$ cat config.mk
export PLATFORM = sky130hd
export DESIGN_NAME = line_encoder
export DESIGN_NICKNAME = d
export VERILOG_FILES = /design/src/rtl/line_encoder.sv
export SDC_FILE = /design/constraint.sdc
export NUM_CORES = 1
export LEC_CHECK = 0
export BUFFER_PORTS_ARGS = -buffer_cell sky130_fd_sc_hd__buf_2
export CORE_AREA = 5 5 42 44
export CTS_CLUSTER_DIAMETER = 200
export DETAILED_ROUTE_END_ITERATION = 10
export DIE_AREA = 0 0 47 49
export SLEW_MARGIN = 20
export SYNTH_ARGS = -nofsm -noshare
export SYNTH_HDL_FRONTEND = slang
export SYNTH_SLANG_ARGS = --single-unit
$ cat constraint.sdc
create_clock -name clk -period 1.5 [get_ports clk]
set_input_delay 0.225 -clock clk [delete_from_list [all_inputs] [get_ports clk]]
set_output_delay 0.225 -clock clk [all_outputs]
set_load 0.005 [all_outputs]
$ cat src/rtl/line_encoder.sv
module line_encoder (
  input  logic       clk,
  input  logic       rst_n,
  input  logic       bit_stb,
  input  logic       data_in,
  input  logic [2:0] mode,
  output logic [1:0] line_sym,
  output logic       half_ph
);
  localparam logic [1:0] SYM_POS  = 2'b01;
  localparam logic [1:0] SYM_NEG  = 2'b11;
  localparam logic [1:0] SYM_ZERO = 2'b00;
  localparam logic [2:0] FMT_NRZL = 3'd0;
  localparam logic [2:0] FMT_NRZI = 3'd1;
  localparam logic [2:0] FMT_RZ   = 3'd2;
  localparam logic [2:0] FMT_MAN  = 3'd3;
  localparam logic [2:0] FMT_DMAN = 3'd4;

  logic       ref_pos, ref_nxt, start_pos;
  logic [1:0] first_sym, second_sym, second_q;

  assign start_pos = data_in ? ref_pos : ~ref_pos;

  always_comb begin
    ref_nxt    = ref_pos;
    first_sym  = data_in ? SYM_NEG : SYM_POS;
    second_sym = first_sym;
    case (mode)
      FMT_NRZI: begin
        ref_nxt    = ref_pos ^ data_in;
        first_sym  = ref_nxt ? SYM_POS : SYM_NEG;
        second_sym = first_sym;
      end
      FMT_RZ: begin
        first_sym  = data_in ? SYM_POS : SYM_NEG;
        second_sym = SYM_ZERO;
      end
      FMT_MAN: begin
        first_sym  = data_in ? SYM_POS : SYM_NEG;
        second_sym = data_in ? SYM_NEG : SYM_POS;
      end
      FMT_DMAN: begin
        ref_nxt    = ~start_pos;
        first_sym  = start_pos ? SYM_POS : SYM_NEG;
        second_sym = start_pos ? SYM_NEG : SYM_POS;
      end
      default: ;
    endcase
  end

  always_ff @(posedge clk) begin
    if (!rst_n) begin
      ref_pos  <= 1'b1;
      line_sym <= SYM_ZERO;
      second_q <= SYM_ZERO;
      half_ph  <= 1'b1;
    end else if (bit_stb) begin
      ref_pos  <= ref_nxt;
      line_sym <= first_sym;
      second_q <= second_sym;
      half_ph  <= 1'b0;
    end else if (!half_ph) begin
      line_sym <= second_q;
      half_ph  <= 1'b1;
    end
  end

  AST_SYM_LEGAL: assert property (@(posedge clk) disable iff (!rst_n)
    line_sym != 2'b10);
  AST_FIRST_HALF: assert property (@(posedge clk) disable iff (!rst_n)
    bit_stb |=> (!half_ph && line_sym != SYM_ZERO));
  AST_NRZL_LEVEL: assert property (@(posedge clk) disable iff (!rst_n)
    (bit_stb && mode == FMT_NRZL) |=> line_sym == ($past(data_in) ? SYM_NEG : SYM_POS));
  AST_NRZI_HOLD: assert property (@(posedge clk) disable iff (!rst_n)
    (!bit_stb && $past(bit_stb) && $past(mode) == FMT_NRZI) |=> $stable(line_sym));
  AST_RZ_RETURN: assert property (@(posedge clk) disable iff (!rst_n)
    (!bit_stb && $past(bit_stb) && $past(mode) == FMT_RZ) |=> line_sym == SYM_ZERO);
  AST_BIPHASE_MID: assert property (@(posedge clk) disable iff (!rst_n)
    (!bit_stb && $past(bit_stb) && ($past(mode) == FMT_MAN || $past(mode) == FMT_DMAN))
      |=> line_sym == 2'(2'b00 - $past(line_sym)));
endmodule

* After elaboration in Yosys (flattened, before gate mapping)
Cells that the tools add are included.
Cells by class: equality and inequality tests 5, reduce and logical (&&, ||, !) cells 3, bitwise logic cells 3, mux-type cells 12
Operators with widths (number):
- 2-bit 2-to-1 mux | 7
- 2-bit case mux with 3 select lines | 2
- 3-bit by 2-bit equality test with 1-bit output, second input constant | 2
- 3-bit by 1-bit equality test with 1-bit output, second input constant | 1
- 3-bit equality test, second input constant | 1
- 1-bit 2-to-1 mux | 2
- 2-bit inequality test, second input constant | 1
- 1-bit inverter | 2
- 1-bit case mux with 2 select lines | 1
- 2-bit AND reduction | 1
- 2-bit nonzero test | 1
- 2-bit OR reduction | 1
- 1-bit bitwise XOR | 1
Storage, ports and cells: word-level logic and storage cells 27, output and inout port bits 3, bits in registers 6

* Depth between registers and ports, before layout
Gate-level depths: netlist of run 1.
depth after elaboration 5, mapped depth 4

* Worst setup path after synthesis of run 1
OpenSTA, ideal clock, no wires.
kind register to register, from register half_ph, to register line_sym[1], data required time 1.369 ns, clock period less this slack 1.094 ns, slack 0.406 ns, library setup time 0.131 ns, cell stages (with the launch flop) 4, path buffers 0, arrival time 0.963 ns, cells stage by stage dfxtp_1 -> mux2_1 -> a32oi_1 -> o311ai_1
Between the ends: word-level cells in the longest chain between the ends 1
RTL lines:
- from (decl) | line 8 | output logic half_ph
- from (signal assigned) | line 56 | half_ph <= 1'b1;
- from (signal assigned) | line 61 | half_ph <= 1'b0;
- from (signal assigned) | line 64 | half_ph <= 1'b1;
- 2-bit inequality test (no line)
- to (signal assigned) | line 59 | line_sym <= first_sym;
- to (signal assigned) | line 63 | line_sym <= second_q;
- to (decl) | line 7 | output logic [1:0] line_sym,
Every way passes these cells. A chain may end at the register's enable or synchronous reset.

* Worst setup path in the final report of run 1
Ends and elaborated chain as after synthesis.

==> results of run 1 <==
-- registers in the layout, indices dropped and copies added (netlist names) --
| signal | flops |
|---|---|
| second_q | 2 |
| half_ph | 1 |
| line_sym | 2 |
| ref_pos | 1 |
-- where the power goes --
| part | total [W] | internal (W) | leakage (nW) | switching [W] |
|---|---|---|---|---|
| Combinational | 0.0000603 | 0.0000289 | 0.113 | 0.0000314 |
| Clock | 0.000147 | 0.0000904 | 0.0138 | 0.0000562 |
| Sequential | 0.000178 | 0.000171 | 0.0498 | 0.00000690 |
-- cells in the mapped netlist --
master / instances / area share, %
sky130_fd_sc_hd__dfxtp_1: 6 / 36
sky130_fd_sc_hd__nand3b_1: 3 / 6.8
sky130_fd_sc_hd__o21ai_0: 3 / 4.5
sky130_fd_sc_hd__inv_1: 2 / 2.3
sky130_fd_sc_hd__nand2b_1: 2 / 3.8
sky130_fd_sc_hd__nand3_1: 2 / 3.0
sky130_fd_sc_hd__nor3_1: 2 / 3.0
sky130_fd_sc_hd__a211o_1: 1 / 2.7
sky130_fd_sc_hd__a21boi_1: 1 / 2.3
sky130_fd_sc_hd__a21o_1: 1 / 2.3
sky130_fd_sc_hd__a21oi_1: 1 / 1.5
sky130_fd_sc_hd__a31oi_1: 1 / 1.9
sky130_fd_sc_hd__a32oi_1: 1 / 2.7
sky130_fd_sc_hd__and3b_1: 1 / 2.7
sky130_fd_sc_hd__and4bb_1: 1 / 3.8
sky130_fd_sc_hd__clkbuf_1: 1 / 1.1
sky130_fd_sc_hd__mux2_1: 1 / 3.4
sky130_fd_sc_hd__mux2i_1: 1 / 3.0
sky130_fd_sc_hd__nand2_1: 1 / 1.1
sky130_fd_sc_hd__nor2_1: 1 / 1.1
sky130_fd_sc_hd__o311a_1: 1 / 3.0
sky130_fd_sc_hd__o311ai_1: 1 / 2.7
sky130_fd_sc_hd__o31ai_1: 1 / 2.3
sky130_fd_sc_hd__xnor2_1: 1 / 2.7
-- cell type report --
class	instances	area (um2)	share of cell area, %
timing repair buffer	9	45.0	10.9
multi-input combinational	28	199	48.0
inverter	2	7.51	1.81
clock buffer	3	22.5	5.44
sequential	6	120	29.0
tap	16	20.0	4.83
-- worst max-delay path, delay by kind of cell (launching register included) --
family	cells	cell delay [ps]
muxes	1	330
AOI/OAI and AO/OA	2	300
DFF	1	360
-- per-stage QoR --
step                std cells  setup WS, ps  hold slack [ps]  instance area [um2]
global placement           61           373              476                  392
finish                     64           388              239                  414
detailed placement         61           382              475                  392
global route               64           322              240                  414
CTS                        64           376              233                  414
floorplan                  37           406              307                  330
-- layer usage --
layer  global-route usage [%]  up-vias  share of wire [%]
li1                         -      166                  -
met1                     7.68      138                 44
met2                     10.9        8                 50
met3                     2.21        0                6.1
met4                     4.15        0                  0
met5                        0        -                  0
-- worst min-delay path by stage --
stage,from,to,slack [ps],cells after the start
final,bit_stb,half_ph,240,2
after global routing,rst_n,ref_pos,240,2
after CTS,bit_stb,half_ph,230,2
after detailed placement,second_q[1],second_q[1],470,2
after global placement,second_q[1],second_q[1],480,2
after floorplan,bit_stb,half_ph,310,1
-- cells by family after synthesis --
kind of cell | share of synthesized area [%]
multiplexers | 6.44
XOR/XNOR | 2.65
buffers and inverters | 3.41
flip-flops | 36.4
AO/OA/AOI/OAI | 25.8
AND/OR/NAND/NOR | 25.4
==> results.sh, run 1 <==
export IMPL_status="complete, no violations"
export IMPL_synth_cell_types=24
export IMPL_antenna_cells=0
export IMPL_cts_resized=0
export IMPL_cts_buffers=3
export IMPL_postCtsSetupBuffers=0
export IMPL_num_rows=14
export IMPL_area_of_the_core_region_mm2=0.00140
export IMPL_postSynthRegisterBits=6
export IMPL_crit_path_max_fanout=3
export IMPL_postSynthAreaPerCell_um2=8.93
export IMPL_endpoint="line_sym[1]"
export IMPL_final_core_utilization_pct=29.6
export IMPL_synth_nets=44
export IMPL_crit_reg2reg_launch="half_ph"
export IMPL_initialDrtViolationCount=15
export IMPL_timing_final_setup_violations=0
export IMPL_power_w=0.000385
export IMPL_powerDensity_mw_per_mm2=930
export IMPL_grt_pass1_wl_mm=1.15
export IMPL_tritoncts="done"
export IMPL_layout_cells_most_common="sky130_fd_sc_hd__buf_2"
export IMPL_layout_min_cycle_time_ps=1110
export IMPL_endpoint_kind="register"
export IMPL_postSynthCellCount=37
export IMPL_drt_pass1_iterations=3
export IMPL_via_count_of_the_first_global_routing_pass=268
export IMPL_arrival_ps=1230
export IMPL_cap_viol_max_count=0
export IMPL_drt_total_wl_um=726
export IMPL_global_route_overflow_total=0
export IMPL_r2r_end="line_sym[1]"
export IMPL_critical_path_cell_chain="mux2_1, a32oi_1, o311ai_1"
export IMPL_timing_critical_path_required_ps=1620
export IMPL_grt_max_degree=10
export IMPL_worst_setup_path_start_kind="register"
export IMPL_reg_to_reg_slack_setup_ps=390
export IMPL_ir_drop_uv=175
export IMPL_finalSetupTns_ps=0
export IMPL_groute_usage_overall_pct=6.90
export IMPL_category_of_the_critical_setup_timing_path="register to register"
export IMPL_starting_utilization_of_the_core_area_pct=23.6
export IMPL_fillCellCount=154
export IMPL_clock_insertion_delay_worst_skew_ps=240
export IMPL_total_die_area_mm2=0.00230
export IMPL_static_leakage_power_nw=0.176
export IMPL_synth_warning_count=0
export IMPL_path_clk_slew_ps=40
export IMPL_synthToLayoutAreaGrowth_pct=25.4
export IMPL_cts_htree_levels=1
export IMPL_cp_startpoint="half_ph"
export IMPL_drive_above_1_share_pct=25.0
export IMPL_fin_crit_sh_pct=74.1
export IMPL_detail_route_drc_violations=0
export IMPL_clockRootBuffer="sky130_fd_sc_hd__clkbuf_4"
export IMPL_dieWidth_um=47
export IMPL_tritoncts_num_sinks=6
export IMPL_hold_buffers=0
export IMPL_worstHoldPathType="input pin to register"
export IMPL_die_h_um=49
export IMPL_grt_setup_unrepaired="false"
export IMPL_max_freq_mhz=899
export IMPL_worst_slew_pin_slew_ps=239
export IMPL_worst_path_max_delay_cell="sky130_fd_sc_hd__dfxtp_1"
export IMPL_maxSlewHeadroom_pct=84.0
export IMPL_count_of_input_and_output_buffers=9
export IMPL_vias=312
export IMPL_hold_viol=0
export IMPL_report_final_slew_viol_count=0
export IMPL_finalWeightedCongestion=0.656
export IMPL_finalNetCount=57
export IMPL_synth_yosys_seq_area_share_pct=36.4
export IMPL_final_antenna_net_count=0
export IMPL_worst_r2r_cell_count=3
export IMPL_final_cell_mix="sky130_fd_sc_hd__buf_2, sky130_fd_sc_hd__dfxtp_1, sky130_fd_sc_hd__nand3b_1, sky130_fd_sc_hd__o21ai_0, sky130_fd_sc_hd__clkbuf_4"
export IMPL_post_synth_instance_area_um2=330
export IMPL_cts_root_to_sink_buffers=2
export IMPL_timing_critical_path_slowest_cell_delay_ps=360
export IMPL_via_per_inst=4.88
export IMPL_antenna_found_initial=0
export IMPL_fin_skew_ps=2.30
export IMPL_pin_count=10
export IMPL_route_detailed_wl_per_inst_um=11.3
(Power assumes the default switching activity.)
==> inputs of run 2 (changes only) <==
Clock period 1.5 ns to 1.1 ns, I/O delays scaled along.
==> run 2 against run 1 <==
  * Design area increased by 5.1%
  * Combinational power increased by 52%
  * Register-to-register slack got worse by 330 ps
  * Worst setup slack got worse by 330 ps
  * Hold slack got worse by 58 ps
  * Sequential power increased by 37%
  * Wire length decreased by 0.28%
  * Largest power group unchanged
  * Highest routed layer unchanged
==> results.sh, run 2 (synthesis results as in run 1) <==
export IMPL_worst_setup_path_start_kind="register"
export IMPL_clockRootBuffer="sky130_fd_sc_hd__clkbuf_4"
export IMPL_hold_viol=0
export IMPL_sequential_cell_area_um2=123
export IMPL_timing_critical_path_slowest_cell_delay_ps=330
export IMPL_place_worst_setup_slack_ps=12.7
export IMPL_clock_insertion_delay_worst_skew_ps=240
export IMPL_category_of_the_critical_setup_timing_path="register to register"
export IMPL_timing_final_ws_setup_ps=59.5
export IMPL_comb_power_share_pct=17.1
export IMPL_fin_crit_sh_pct=94.6
export IMPL_fillCellCount=160
export IMPL_detail_route_drc_violations=0
export IMPL_cts_root_to_sink_buffers=2
export IMPL_num_rows=14
export IMPL_via_count_of_the_first_global_routing_pass=307
export IMPL_hold_ws_ps=181
export IMPL_finalNetCount=59
export IMPL_worst_r2r_cell_count=3
export IMPL_multiInputGateArea_um2=203
export IMPL_layout_cells_most_common="sky130_fd_sc_hd__buf_2"
export IMPL_min_delay_path_depth=2
export IMPL_finalSetupTns_ps=0
export IMPL_max_freq_mhz=961
export IMPL_starting_utilization_of_the_core_area_pct=23.6
export IMPL_power_share_sequential_pct=45.5
export IMPL_registers_with_the_highest_flip_flop_counts="line_sym (2), second_q (2)"
export IMPL_power_switching_share_pct=24.3
export IMPL_crit_reg2reg_launch="ref_pos"
export IMPL_cts_htree_levels=1
export IMPL_worst_slew_pin_slew_ps=238
export IMPL_cell_internal_power_dissipation_w=0.000404
export IMPL_cts_buffers=3
export IMPL_startpoint_of_the_lowest_slack_hold_path="bit_stb"
export IMPL_synthToLayoutAreaGrowth_pct=31.8
export IMPL_powerDensity_mw_per_mm2=1230
export IMPL_dp_hpwl_um=563
export IMPL_status="complete, no violations"
export IMPL_critical_path_cell_chain="a21o_1, o311a_1, o31ai_1"
export IMPL_drt_total_wl_um=724
export IMPL_postCtsSetupBuffers=0
export IMPL_dpl_cell_area_um2=407
export IMPL_whs_endpoint="half_ph"
export IMPL_finalWeightedCongestion=0.702
export IMPL_antenna_found_initial=0
export IMPL_route_detailed_wl_per_inst_um=11.0
export IMPL_cap_viol_max_count=0
export IMPL_report_final_slew_viol_count=0
export IMPL_final_antenna_net_count=0
export IMPL_timing_final_setup_violations=0
export IMPL_dieWidth_um=47
export IMPL_grt_max_degree=10
export IMPL_vias=328
export IMPL_worst_path_max_delay_cell="sky130_fd_sc_hd__dfxtp_2"
export IMPL_drt_pass1_iterations=4
export IMPL_timing_critical_path_required_ps=1250
export IMPL_worstHoldPathType="input pin to register"
export IMPL_r2r_end="second_q[1]"
export IMPL_groute_usage_overall_pct=7.38
export IMPL_area_of_the_core_region_mm2=0.00140
export IMPL_endpoint_kind="register"
export IMPL_fin_area_um2=435
export IMPL_path_clk_slew_ps=50
export IMPL_power_switching_w=0.000130
export IMPL_initialDrtViolationCount=7
export IMPL_count_of_input_and_output_buffers=9
export IMPL_arrival_ps=1190
export IMPL_global_route_overflow_total=0
export IMPL_power_w=0.000533
export IMPL_static_leakage_power_nw=0.187
export IMPL_pin_count=10
export IMPL_ir_drop_uv=358
export IMPL_drive_above_1_share_pct=34.0
export IMPL_reg_to_reg_slack_setup_ps=60
export IMPL_crit_path_max_fanout=4
export IMPL_via_per_inst=4.97
export IMPL_fin_skew_ps=1.87
export IMPL_grt_setup_unrepaired="true"
export IMPL_die_h_um=49
export IMPL_maxSlewHeadroom_pct=83.9
export IMPL_final_cell_mix="sky130_fd_sc_hd__buf_2, sky130_fd_sc_hd__dfxtp_1, sky130_fd_sc_hd__nand3b_1, sky130_fd_sc_hd__o21ai_0, sky130_fd_sc_hd__clkbuf_4"
export IMPL_antenna_cells=0
export IMPL_tritoncts_num_sinks=6
export IMPL_clock_network_power_share_pct=37.4
export IMPL_tritoncts="done"
export IMPL_grt_pass1_wl_mm=1.25
export IMPL_layout_min_cycle_time_ps=1040
export IMPL_total_die_area_mm2=0.00230
## run 2: changes by cell type in the layout (fill, tap and decap cells not counted), sizes merged
| cell | previous run | this run |
|---|---|---|
| buf | 9 | 11 |
## run 2: cell type report
class | count | area share (%)
multi-input cells | 28 | 46.6
well taps | 16 | 4.60
flip-flops and latches | 6 | 28.2
inverters | 2 | 1.72
clock buffers | 3 | 5.17
repair buffers | 11 | 13.8
## run 2: power by group through the flow
stage | registers [W] | logic (W) | clock network [W]
CTS | 0.000241 | 0.0000883 | 0.000212
global placement | 0.000245 | 0.0000871 | 0
global route | 0.000244 | 0.000103 | 0.000230
finish | 0.000243 | 0.0000914 | 0.000199
detailed placement | 0.000245 | 0.0000883 | 0
floorplan | 0.000246 | 0.0000454 | 0
## run 2: how the worst max path moves through the flow
stage            start          end  slack (ps)  depth (start not counted)
2_1_floorplan  half_ph  line_sym[1]           6                          3
3_3_place_gp   half_ph  line_sym[1]          50                          3
3_5_place_dp   half_ph  line_sym[1]          10                          3
4_1_cts        half_ph  line_sym[1]           7                          3
5_1_grt        ref_pos  second_q[1]          -3                          3
6_report       ref_pos  second_q[1]          60                          3
## run 2: per-stage QoR
step | utilization [%] | std cells
after floorplan | - | 37
after global placement | 29.0 | 63
after detailed placement | 29.0 | 63
after CTS | 30.6 | 66
after global routing | 31.1 | 66
final | 31.1 | 66
## run 2: timing repair
action                     in CTS  in global routing
setup endpoints to repair       0                  2
resized for setup               0                  3
hold buffers                    0                  0
hold endpoints to repair        0                  0
## run 2: metal layers
| metal | part of all wire (%) | wire length [um] | global-route usage, % |
|---|---|---|---|
| met5 | 0 | 0 | 0 |
| met4 | 0 | 0 | 2.76 |
| met3 | 4.8 | 35 | 3.32 |
| met2 | 44 | 315 | 10.2 |
| met1 | 52 | 374 | 9.85 |
## run 2: worst max-delay path: cells and delay by family, from the launching register on
kind               cells  cell delay [ps]
DFF                    1              330
AOI/OAI and AO/OA      3              630
==> inputs of run 3 (changes only) <==
Settings changed: REMOVE_ABC_BUFFERS set to 1.
Clock period 1.1 ns to 1.2 ns, I/O delays scaled along.
==> run 3 against run 2 <==
  * Worst setup slack gained 65 ps
  * Die area is the same
  * First-iteration DRC count shrank 43%
  * Wire length shrank 0.83%
  * Sequential share of layout area grew 1.1 points
  * Clock power shrank 8%
  * Critical endpoint is now line_sym[1]
  * Largest power group unchanged
==> results.sh, run 3 (synthesis results as in run 1) <==
export IMPL_whs_endpoint="second_q[0]"
export IMPL_placed_cells=61
export IMPL_finalNetCount=57
export IMPL_grt_pass1_wl_mm=1.04
export IMPL_path_clk_slew_ps=40
export IMPL_critical_path_cell_chain="mux2_1, a32oi_1, o311ai_1"
export IMPL_layout_cells_most_common="sky130_fd_sc_hd__buf_2"
export IMPL_clock_insertion_delay_worst_skew_ps=240
export IMPL_area_of_the_core_region_mm2=0.00140
export IMPL_report_final_slew_viol_count=0
export IMPL_tritoncts_num_sinks=6
export IMPL_drive_above_1_share_pct=27.1
export IMPL_worst_path_max_delay_cell="sky130_fd_sc_hd__dfxtp_2"
export IMPL_cap_viol_max_count=0
export IMPL_crit_path_max_fanout=3
export IMPL_layout_min_cycle_time_ps=1080
export IMPL_m1WireLength_um=371
export IMPL_hold_buffers=0
export IMPL_drt_pass1_iterations=4
export IMPL_grt_max_degree=10
export IMPL_drt_total_wl_um=718
export IMPL_max_freq_mhz=930
export IMPL_reg_to_reg_slack_setup_ps=120
export IMPL_crit_reg2reg_launch="half_ph"
export IMPL_initialDrtViolationCount=4
export IMPL_cts_resized=0
export IMPL_registers_with_the_highest_flip_flop_counts="line_sym (2), second_q (2)"
export IMPL_groute_usage_overall_pct=6.27
export IMPL_worst_slew_pin_slew_ps=244
export IMPL_top_layer_used="met4"
export IMPL_ir_drop_uv=239
export IMPL_worstHoldPathType="input pin to register"
export IMPL_num_rows=14
export IMPL_dp_hpwl_um=565
export IMPL_cts_buffers=3
export IMPL_cts_htree_levels=1
export IMPL_tritoncts="done"
export IMPL_via_count_of_the_first_global_routing_pass=247
export IMPL_worst_setup_path_start_kind="register"
export IMPL_timing_critical_path_required_ps=1310
export IMPL_starting_utilization_of_the_core_area_pct=23.6
export IMPL_fin_crit_sh_pct=89.6
export IMPL_global_route_overflow_total=0
export IMPL_route_detailed_wl_per_inst_um=11.2
export IMPL_timing_final_setup_violations=0
export IMPL_number_of_cells_in_the_finished_layout_apart_from_fillers=64
export IMPL_startpoint_of_the_lowest_slack_hold_path="mode[1]"
export IMPL_min_delay_path_depth=2
export IMPL_worst_r2r_cell_count=3
export IMPL_postCtsSetupBuffers=0
export IMPL_dr_wl_met3_um=69
export IMPL_powerDensity_mw_per_mm2=1160
export IMPL_antenna_found_initial=0
export IMPL_dieWidth_um=47
export IMPL_final_cell_mix="sky130_fd_sc_hd__buf_2, sky130_fd_sc_hd__dfxtp_1, sky130_fd_sc_hd__nand3b_1, sky130_fd_sc_hd__o21ai_0, sky130_fd_sc_hd__clkbuf_4"
export IMPL_clockRootBuffer="sky130_fd_sc_hd__clkbuf_4"
export IMPL_finalWeightedCongestion=0.712
export IMPL_count_of_input_and_output_buffers=9
export IMPL_die_h_um=49
export IMPL_grt_setup_unrepaired="false"
export IMPL_met2_length_um=254
export IMPL_detail_route_drc_violations=0
export IMPL_category_of_the_critical_setup_timing_path="register to register"
export IMPL_final_antenna_net_count=0
export IMPL_place_worst_setup_slack_ps=78.2
export IMPL_fin_skew_ps=1.54
export IMPL_status="complete, no violations"
export IMPL_via_per_inst=5.22
export IMPL_final_core_utilization_pct=29.6
export IMPL_power_w=0.000482
export IMPL_total_die_area_mm2=0.00230
export IMPL_pin_count=10
export IMPL_arrival_ps=1190
export IMPL_finalSetupTns_ps=0
export IMPL_maxSlewHeadroom_pct=83.5
export IMPL_r2r_end="line_sym[1]"
export IMPL_static_leakage_power_nw=0.176
export IMPL_cts_root_to_sink_buffers=2
export IMPL_hold_viol=0
export IMPL_timing_critical_path_slowest_cell_delay_ps=340
export IMPL_vias=334
export IMPL_synthToLayoutAreaGrowth_pct=25.8
export IMPL_timing_final_ws_setup_ps=124
export IMPL_endpoint_kind="register"
export IMPL_antenna_cells=0
run 3: final cells by class:
| class | count | area [um2] |
|---|---|---|
| clock buffer | 3 | 22.5 |
| inverter | 2 | 7.51 |
| multi-input combinational | 28 | 199 |
| tap | 16 | 20.0 |
| sequential | 6 | 121 |
| timing repair buffer | 9 | 45.0 |
| fill | 158 | 986 |
run 3: metrics by stage:
stage	cell area [um2]	hold WS, ps
global route	415	207
floorplan	327	262
global placement	392	443
finish	415	196
detailed placement	392	441
CTS	414	184
run 3: worst max-delay path by stage:
stage	startpoint	endpoint	slack, ps
floorplan	half_ph	line_sym[1]	110
global placement	half_ph	line_sym[1]	110
detailed placement	half_ph	line_sym[1]	80
CTS	half_ph	line_sym[1]	70
global route	half_ph	line_sym[1]	10
finish	half_ph	line_sym[1]	120
run 3: per-layer routing:
| layer | vias up | global-route usage (%) |
|---|---|---|
| met5 | - | 0 |
| met4 | 0 | 5.53 |
| met3 | 4 | 1.48 |
| met2 | 13 | 6.33 |
| met1 | 147 | 9.89 |
| li1 | 170 | - |
run 3: where the power goes:
part / switching, W / internal (W) / total, W / leakage [nW]
sequential: 0.00000812 / 0.000215 / 0.000223 / 0.0496
clock: 0.0000709 / 0.000113 / 0.000184 / 0.0138
combinational: 0.0000393 / 0.0000362 / 0.0000755 / 0.113
run 3: worst max-delay path, delay by kind of cell (launching register included):
kind	cells	cell delay [ps]
muxes	1	320
DFF	1	340
AOI/OAI and AO/OA	2	290
